[config.mk]
export PLATFORM = sky130hd
export DESIGN_NAME = ir_tx_core
export DESIGN_NICKNAME = d
export VERILOG_FILES = /design/src/rtl/irtx_pkg.sv /design/src/rtl/irtx_fifo.sv /design/src/rtl/irtx_ticks.sv /design/src/rtl/irtx_carrier.sv /design/src/rtl/irtx_seq.sv /design/src/rtl/ir_tx_core.sv
export SDC_FILE = /design/constraint.sdc
export NUM_CORES = 2
export LEC_CHECK = 0
export ABC_AREA = 1
export BUFFER_PORTS_ARGS = -buffer_cell sky130_fd_sc_hd__buf_2
export CAP_MARGIN = 20
export CORE_UTILIZATION = 55
export CTS_CLUSTER_DIAMETER = 200
export CTS_CLUSTER_SIZE = 12
export DETAILED_ROUTE_END_ITERATION = 6
export MAX_ROUTING_LAYER = met4
export PLACE_DENSITY = 0.81
export SYNTH_ARGS = -nofsm -noshare
export SYNTH_HDL_FRONTEND = slang
export SYNTH_HIERARCHICAL = 1
export SYNTH_SLANG_ARGS = --single-unit
[constraint.sdc]
create_clock -name clk_i -period 5 [get_ports clk_i]
set_clock_uncertainty 0.2 [all_clocks]
set_input_delay 0.5 -clock clk_i [delete_from_list [all_inputs] [get_ports clk_i]]
set_output_delay 0.5 -clock clk_i [all_outputs]
set_load 0.1 [all_outputs]
[src/rtl/irtx_pkg.sv]
package irtx_pkg;
  localparam int DUR_W    = 10;
  localparam int PUSH_BIT = 16;
  localparam int PEND_BIT = 16;
  localparam int OVF_BIT  = 17;
  localparam int IE_BIT   = 8;
  localparam int LVL_LSB  = 24;

  typedef enum logic [1:0] {
    TB_1US   = 2'd0,
    TB_10US  = 2'd1,
    TB_100US = 2'd2,
    TB_CARR  = 2'd3
  } tbase_e;

  typedef enum logic [1:0] {
    MCLK_SYS  = 2'd0,
    MCLK_XTAL = 2'd1,
    MCLK_US   = 2'd2,
    MCLK_10US = 2'd3
  } mclk_e;

  typedef struct packed {
    logic             mark;
    tbase_e           tb;
    logic [DUR_W-1:0] dur;
  } entry_t;

  localparam int ENTRY_W = $bits(entry_t);

  localparam logic [1:0] A_CTRL = 2'd0;
  localparam logic [1:0] A_CARR = 2'd1;
  localparam logic [1:0] A_FIFO = 2'd2;
  localparam logic [1:0] A_STAT = 2'd3;
endpackage

[src/rtl/irtx_fifo.sv]
module irtx_fifo #(
  parameter int DEPTH = 128,
  parameter int W     = 13,
  localparam int AW   = $clog2(DEPTH),
  localparam int LW   = $clog2(DEPTH + 1)
) (
  input  logic          clk_i,
  input  logic          rst_ni,
  input  logic          flush_i,
  input  logic          push_i,
  input  logic [W-1:0]  din_i,
  input  logic          pop_i,
  output logic [W-1:0]  dout_o,
  output logic          empty_o,
  output logic          full_o,
  output logic [LW-1:0] level_o
);
  logic [W-1:0]  mem [DEPTH];
  logic [AW-1:0] wptr_q, rptr_q;
  logic [LW-1:0] level_q;

  function automatic logic [AW-1:0] inc(input logic [AW-1:0] p);
    return (p == AW'(DEPTH - 1)) ? '0 : p + 1'b1;
  endfunction

  always_ff @(posedge clk_i) begin
    if (push_i) mem[wptr_q] <= din_i;
  end

  always_ff @(posedge clk_i or negedge rst_ni) begin
    if (!rst_ni) begin
      wptr_q  <= '0;
      rptr_q  <= '0;
      level_q <= '0;
    end else if (flush_i) begin
      wptr_q  <= '0;
      rptr_q  <= '0;
      level_q <= '0;
    end else begin
      if (push_i) wptr_q <= inc(wptr_q);
      if (pop_i)  rptr_q <= inc(rptr_q);
      case ({push_i, pop_i})
        2'b10:   level_q <= level_q + 1'b1;
        2'b01:   level_q <= level_q - 1'b1;
        default: level_q <= level_q;
      endcase
    end
  end

  assign dout_o  = mem[rptr_q];
  assign empty_o = (level_q == '0);
  assign full_o  = (level_q == LW'(DEPTH));
  assign level_o = level_q;
endmodule

[src/rtl/irtx_ticks.sv]
module irtx_ticks import irtx_pkg::*; #(
  parameter int PRE  = 10,
  localparam int PW  = $clog2(PRE)
) (
  input  logic  clk_i,
  input  logic  rst_ni,
  input  logic  en_i,
  input  logic  us_tick_i,
  input  logic  xtal_tick_i,
  input  mclk_e mclk_sel_i,
  output logic  t1_o,
  output logic  t10_o,
  output logic  t100_o,
  output logic  mod_tick_o
);
  logic [PW-1:0] div_a_q, div_b_q;
  logic          t10, t100;

  assign t10  = us_tick_i && (div_a_q == PW'(PRE - 1));
  assign t100 = t10 && (div_b_q == PW'(PRE - 1));

  always_ff @(posedge clk_i or negedge rst_ni) begin
    if (!rst_ni) begin
      div_a_q <= '0;
      div_b_q <= '0;
    end else if (!en_i) begin
      div_a_q <= '0;
      div_b_q <= '0;
    end else begin
      if (us_tick_i) div_a_q <= t10 ? '0 : div_a_q + 1'b1;
      if (t10)       div_b_q <= t100 ? '0 : div_b_q + 1'b1;
    end
  end

  always_comb begin
    case (mclk_sel_i)
      MCLK_SYS:  mod_tick_o = 1'b1;
      MCLK_XTAL: mod_tick_o = xtal_tick_i;
      MCLK_US:   mod_tick_o = us_tick_i;
      default:   mod_tick_o = t10;
    endcase
  end

  assign t1_o   = us_tick_i;
  assign t10_o  = t10;
  assign t100_o = t100;
endmodule

[src/rtl/irtx_carrier.sv]
module irtx_carrier #(
  parameter int CW = 16
) (
  input  logic          clk_i,
  input  logic          rst_ni,
  input  logic          en_i,
  input  logic          restart_i,
  input  logic          mod_tick_i,
  input  logic [CW-1:0] hi_m1_i,
  input  logic [CW-1:0] lo_m1_i,
  output logic          high_o,
  output logic          period_end_o
);
  logic          hi_q;
  logic [CW-1:0] cnt_q;

  always_ff @(posedge clk_i or negedge rst_ni) begin
    if (!rst_ni) begin
      hi_q  <= 1'b1;
      cnt_q <= '0;
    end else if (!en_i || restart_i) begin
      hi_q  <= 1'b1;
      cnt_q <= '0;
    end else if (mod_tick_i) begin
      if (hi_q) begin
        if (cnt_q >= hi_m1_i) begin
          hi_q  <= 1'b0;
          cnt_q <= '0;
        end else cnt_q <= cnt_q + 1'b1;
      end else begin
        if (cnt_q >= lo_m1_i) begin
          hi_q  <= 1'b1;
          cnt_q <= '0;
        end else cnt_q <= cnt_q + 1'b1;
      end
    end
  end

  assign high_o       = hi_q;
  assign period_end_o = en_i && mod_tick_i && !hi_q && (cnt_q >= lo_m1_i);
endmodule

[src/rtl/irtx_seq.sv]
module irtx_seq import irtx_pkg::*; (
  input  logic   clk_i,
  input  logic   rst_ni,
  input  logic   en_i,
  input  logic   empty_i,
  input  entry_t head_i,
  input  logic   t1_i,
  input  logic   t10_i,
  input  logic   t100_i,
  input  logic   tper_i,
  output logic   pop_o,
  output logic   restart_o,
  output logic   mark_on_o
);
  logic             active_q;
  entry_t           cur_q;
  logic [DUR_W-1:0] cnt_q;
  logic             tick, done;

  always_comb begin
    case (cur_q.tb)
      TB_1US:   tick = t1_i;
      TB_10US:  tick = t10_i;
      TB_100US: tick = t100_i;
      default:  tick = tper_i;
    endcase
  end

  assign done      = active_q && tick && (cnt_q == cur_q.dur);
  assign pop_o     = en_i && !empty_i && (!active_q || done);
  assign restart_o = pop_o && head_i.mark;

  always_ff @(posedge clk_i or negedge rst_ni) begin
    if (!rst_ni) begin
      active_q <= 1'b0;
      cur_q    <= '0;
      cnt_q    <= '0;
    end else if (!en_i) begin
      active_q <= 1'b0;
      cnt_q    <= '0;
    end else if (pop_o) begin
      active_q <= 1'b1;
      cur_q    <= head_i;
      cnt_q    <= '0;
    end else if (done) begin
      active_q <= 1'b0;
    end else if (active_q && tick) begin
      cnt_q <= cnt_q + 1'b1;
    end
  end

  assign mark_on_o = active_q && cur_q.mark;
endmodule

[src/rtl/ir_tx_core.sv]
module ir_tx_core import irtx_pkg::*; #(
  parameter int DEPTH = 128,
  parameter int CW    = 16,
  parameter int PRE   = 10,
  localparam int LW   = $clog2(DEPTH + 1)
) (
  input  logic        clk_i,
  input  logic        rst_ni,
  input  logic        reg_we_i,
  input  logic [1:0]  reg_addr_i,
  input  logic [31:0] reg_wdata_i,
  output logic [31:0] reg_rdata_o,
  input  logic        us_tick_i,
  input  logic        xtal_tick_i,
  output logic        ir_o,
  output logic        irq_o
);
  logic          en_q, init_q, ie_q, pend_q, ovf_q;
  mclk_e         mclk_q;
  logic [CW-1:0] hi_m1_q, lo_m1_q;
  logic [LW-1:0] thr_q;

  logic          wr_ctrl, wr_carr, wr_stat, push_req, push_acc, push_drop, pend_set;
  logic          pop, restart, mark_on, empty, full;
  logic [LW-1:0] level;
  entry_t        head;
  logic          t1, t10, t100, mod_tick, car_high, car_pend;
  wire           unused_wdata = ^reg_wdata_i;

  assign wr_ctrl   = reg_we_i && (reg_addr_i == A_CTRL);
  assign wr_carr   = reg_we_i && (reg_addr_i == A_CARR);
  assign wr_stat   = reg_we_i && (reg_addr_i == A_STAT);
  assign push_req  = reg_we_i && (reg_addr_i == A_FIFO) && reg_wdata_i[PUSH_BIT];
  assign push_acc  = push_req && en_q && !full;
  assign push_drop = push_req && en_q && full;
  // queue level falls onto the threshold through a pop
  assign pend_set  = pop && !push_acc && ({1'b0, level} == {1'b0, thr_q} + 1'b1);

  always_ff @(posedge clk_i or negedge rst_ni) begin
    if (!rst_ni) begin
      en_q    <= 1'b0;
      init_q  <= 1'b0;
      mclk_q  <= MCLK_SYS;
      hi_m1_q <= '0;
      lo_m1_q <= '0;
      thr_q   <= '0;
      ie_q    <= 1'b0;
      pend_q  <= 1'b0;
      ovf_q   <= 1'b0;
    end else begin
      if (wr_ctrl) begin
        en_q   <= reg_wdata_i[0];
        init_q <= reg_wdata_i[2];
        mclk_q <= mclk_e'(reg_wdata_i[13:12]);
      end
      if (wr_carr) begin
        hi_m1_q <= reg_wdata_i[CW-1:0];
        lo_m1_q <= reg_wdata_i[16 +: CW];
      end
      if (wr_stat) begin
        thr_q <= reg_wdata_i[LW-1:0];
        ie_q  <= reg_wdata_i[IE_BIT];
      end
      if (pend_set) pend_q <= 1'b1;
      else if (wr_stat && !reg_wdata_i[PEND_BIT]) pend_q <= 1'b0;
      if (push_drop) ovf_q <= 1'b1;
      else if (wr_stat && !reg_wdata_i[OVF_BIT]) ovf_q <= 1'b0;
    end
  end

  always_comb begin
    reg_rdata_o = '0;
    case (reg_addr_i)
      A_CTRL: begin
        reg_rdata_o[0]     = en_q;
        reg_rdata_o[2]     = init_q;
        reg_rdata_o[13:12] = mclk_q;
      end
      A_CARR: begin
        reg_rdata_o[CW-1:0]  = hi_m1_q;
        reg_rdata_o[16 +: CW] = lo_m1_q;
      end
      A_STAT: begin
        reg_rdata_o[LW-1:0]         = thr_q;
        reg_rdata_o[IE_BIT]         = ie_q;
        reg_rdata_o[PEND_BIT]       = pend_q;
        reg_rdata_o[OVF_BIT]        = ovf_q;
        reg_rdata_o[LVL_LSB +: LW]  = level;
      end
      default: reg_rdata_o = '0;
    endcase
  end

  irtx_fifo #(.DEPTH(DEPTH), .W(ENTRY_W)) u_fifo (
    .clk_i, .rst_ni,
    .flush_i (!en_q),
    .push_i  (push_acc),
    .din_i   (reg_wdata_i[ENTRY_W-1:0]),
    .pop_i   (pop),
    .dout_o  (head),
    .empty_o (empty),
    .full_o  (full),
    .level_o (level)
  );

  irtx_ticks #(.PRE(PRE)) u_ticks (
    .clk_i, .rst_ni,
    .en_i        (en_q),
    .us_tick_i,
    .xtal_tick_i,
    .mclk_sel_i  (mclk_q),
    .t1_o        (t1),
    .t10_o       (t10),
    .t100_o      (t100),
    .mod_tick_o  (mod_tick)
  );

  irtx_carrier #(.CW(CW)) u_car (
    .clk_i, .rst_ni,
    .en_i         (en_q),
    .restart_i    (restart),
    .mod_tick_i   (mod_tick),
    .hi_m1_i      (hi_m1_q),
    .lo_m1_i      (lo_m1_q),
    .high_o       (car_high),
    .period_end_o (car_pend)
  );

  irtx_seq u_seq (
    .clk_i, .rst_ni,
    .en_i      (en_q),
    .empty_i   (empty),
    .head_i    (head),
    .t1_i      (t1),
    .t10_i     (t10),
    .t100_i    (t100),
    .tper_i    (car_pend),
    .pop_o     (pop),
    .restart_o (restart),
    .mark_on_o (mark_on)
  );

  assign ir_o  = mark_on ? car_high : init_q;
  assign irq_o = pend_q && ie_q;
endmodule

==> results.md <==
* CTS tree: done
* Hold buffer count at CTS at 22
* DR vias at 54690
* Total CTS buffers at 166
* Finish-stage setup viols at 0
* Largest net degree at the start of global routing at roughly 160
* Die area at 141100 um2
* Initial Util at 55.64%
* PortBufs at 72
* IR Drop Worst-Case VDD at between 0.3 and 0.4 mV
* CTS max path bufs at 3
* Worst setup SP type: flop
* Clock power frac at between 30% and 40%
* Non-filler cells, final at 9327
* YS warnings at 6
* HP Start: reg_wdata_i[11]
* Critical path class: reg2reg
* P_sw at 9.634 mW
* Slowest-stage cell, CP: dfrtp_1
* Slew @ Worst Pin at 0.9981 ns
* I/O Pins at 73
* Most used cell, CP: nand2_1
* Worst Path Max Fanout at 26
* Pint at 24.15 mW
* Final Wtd Congestion at 0.9293
* Syn_area_per_cell at 10.54 um2
* Final Cycle Share at 90.11%
* Number of fillers in the final layout at 10290
* CTS Root Cell: clkbuf_16
* Antenna-violating nets left at 0
* Row count at between 100 and 150
* Register area share after synthesis at approximately 69%
* Core area at roughly 140000 um2
* Arr. time, crit path at 4.97 ns
* Sw Share at 28.52%
* Distinct cells, synth at 53
* Reg power frac at 49.3%
* WP data required at 5.46 ns
* Number of global-route vias before repair at 53070
* Die H at 375.7 um
* Vias per cell at 5.864
* Hold Path Class: in2reg
* RSZ-0062 raised after global routing: no
* Reg-to-reg slack, setup at 0.49 ns
* Initial antenna violation count at 2
* Violated checks: DRC
* Setup crit end kind: flop
* Avg WL per Cell at 21.96 um
* WHS Endpoint: u_fifo/mem[70][11]$_DFFE_PP_
* Drt first-iter violations at around 8000
* Worst-path clk slew at 0.06 ns
* GRT Overall Usage at 29.74%
* H-tree depth at 4
* FF-to-FF End: u_fifo/level_o[4]$_DFFE_PN0P_
* Clk_lat worst skew at 0.80 ns
* #FFs+latches synth at 1782
* Status: finished, violations left
* Post_cts resized at 0
* Rel. slew slack at 33.46%
* Fmax achieved at 222.0 MHz
* Area Overhead vs Synth at 10.21%
* Maxcap violations at 0
* Fin. max-slew vios at 0
* Sum Neg Setup Slack at 0 ns
* PD cells at 399.1 nW/um2
* Worst r2r src: u_car/cnt_q[3]$_DFFE_PN0P_
* Gate power share at 17.2%
* DRC at 2
* Synthesized Nets at roughly 7400
* Hold Fails Final Rpt at 0
* Min Clock Period, post-route at 4.505 ns
* Num Clock Sinks at roughly 1800
* Cells after DPL at 9084
* FF/Latch Area at approximately 53000 um2
* End-of-flow core utilization at 61.33%
* First-pass DRT Iterations at 7
* Multi-input logic area at ~20000 um2
* Synthesized area at 76790 um2
* R2R cell count at 31
* Crit-path max cell delay at 0.48 ns
* Nets@finish at 7500
* Hold Crit Depth at 1
* P_leak at 33.23 nW
* Die width at roughly 380 um
* Hold slack at 0.05587 ns
* Post-CTS Setup Repair Bufs at 0
* Grt ovf at 0
* Post-DP HPWL at 120800 um
* Cell count after synthesis at ~7300
* First-pass GRT wire length at 309000 um
* Final WL at 204800 um
* Share of layout cells above drive strength 1 at 7.947%
## registers in the layout (all words and copies together) (netlist names)
signal	flops
en_q	1
u_seq/cnt_q	10
ie_q	1
u_fifo/wptr_q	7
u_fifo/rptr_q	7
u_fifo/level_o	8
thr_q	8
u_ticks/div_a_q	4
hi_m1_q	16
u_car/cnt_q	16
u_car/high_o	1
u_ticks/div_b_q	4
init_q	1
u_fifo/mem	1664
mclk_q	2
pend_q	1
ovf_q	1
lo_m1_q	16
u_seq/cur_q	13
u_seq/active_q	1
## final cells by class
type	instances	area share (%)
sequential	1782	62.55
multi-input combinational	4535	23.45
clock buffer	206	5.236
timing repair buffer	341	3.229
tap	1863	2.754
inverter	590	2.645
clock inverter	8	0.1360
antenna	2	0.005913
## layer usage
layer / vias up / share of wire, % / GRT usage, %
met2: 3525 / 47 / 45.43
li1: 24530 / - / -
met5: - / 0 / -
met1: 26050 / 37 / 38.97
met4: 0 / 5.0 / 14.06
met3: 586 / 12 / 5.142
## logic make-up after synthesis
group / synth area share (%)
AND/OR/NAND/NOR: 21.44
flip-flops: 68.92
buffers and inverters: 5.248
AO/OA/AOI/OAI: 3.238
adder cells (fa/ha/maj): 0.7332
XOR/XNOR: 0.2509
multiplexers: 0.1711
## how the worst max path moves through the flow
stage	from	to	slack, ns	depth (start not counted)
floorplan	u_car/cnt_q[3]$_DFFE_PN0P_	u_fifo/level_o[6]$_DFFE_PN0P_	1.39	29
global placement	u_car/cnt_q[3]$_DFFE_PN0P_	u_fifo/level_o[4]$_DFFE_PN0P_	0.54	31
detailed placement	us_tick_i	u_fifo/level_o[4]$_DFFE_PN0P_	0.53	27
CTS	u_car/cnt_q[3]$_DFFE_PN0P_	u_fifo/level_o[4]$_DFFE_PN0P_	0.53	31
global route	u_car/cnt_q[3]$_DFFE_PN0P_	u_fifo/level_o[4]$_DFFE_PN0P_	0.08	31
finish	u_car/cnt_q[3]$_DFFE_PN0P_	u_fifo/level_o[4]$_DFFE_PN0P_	0.49	31
## power groups by stage
stage / logic, mW / registers (mW) / clock network (mW)
global route: 6.37 / 16.7 / 11.9
floorplan: 4.18 / 16.9 / 0
finish: 5.81 / 16.7 / 11.3
CTS: 5.72 / 16.6 / 11.4
detailed placement: 5.65 / 17.0 / 0
global placement: 5.50 / 17.0 / 0
## through the flow
step	setup WS (ns)	power [mW]	area [um2]
after floorplan	1.390	21.06	76790
after global placement	0.5424	22.45	79730
after detailed placement	0.5344	22.61	79810
after CTS	0.5336	33.76	84580
after global routing	0.07717	34.96	84630
final	0.4947	33.78	84630
## cell usage after synthesis, drive strengths merged
cell type / instances / area [um2]
nand3: 873 / 4379
clkbuf: 208 / 780.8
a211oi: 3 / 22.52
mux2: 10 / 131.4
a31oi: 1 / 6.260
dfrtp: 117 / 2928
nor2: 595 / 2281
o21bai: 6 / 45.04
nand2: 2522 / 9547
nor3: 18 / 95.09
nand4: 14 / 108.9
o221ai: 2 / 17.52
edfxtp: 1664 / 49970
clkinv: 4 / 20.02
a21oi: 146 / 768.2
o21a: 2 / 15.01
buf: 174 / 1030
xor2: 14 / 122.6
nand3b: 3 / 22.52
xnor2: 8 / 70.07
a221oi: 1 / 8.760
or2: 1 / 6.260
inv: 586 / 2200
or3: 1 / 6.260
o21ai: 175 / 905.9
and3: 1 / 6.260
ha: 45 / 563.0
o211ai: 78 / 585.6
a21boi: 1 / 7.510
dfstp: 1 / 26.28
a22o: 8 / 70.07
a31o: 1 / 8.760
nor4: 1 / 6.260
o22ai: 4 / 25.02
and2: 1 / 6.260
## cell usage in the layout (no fill, tap or decap), types with 5 or more instances in the layout
master	count
inv_1	570
buf_12	18
mux2_2	5
nand2_1	2497
a22o_1	8
buf_2	58
buf_6	10
nor3_1	17
xnor2_1	8
edfxtp_1	1664
o21ai_0	163
nor2_1	584
nand2_4	5
nand4_1	12
buf_4	233
xor2_1	14
o21ai_2	8
a21oi_2	10
mux2_4	5
o211ai_1	78
clkbuf_1	34
o21bai_1	6
nor2_2	7
inv_2	13
clkbuf_16	172
ha_1	45
dfrtp_1	113
nand3_1	871
nand2_2	20
a21oi_1	136
dlygate4sd3_1	22
## worst max-delay path, delay by kind of cell, from the launching register on
family / cells / cell delay [ns]
fa+ha+maj: 2 / 0.52
buf+inv: 4 / 0.41
flops: 1 / 0.48
simple gates: 22 / 2.44
compound gates: 3 / 0.35
Note: power is estimated with default switching activity, not from simulation.
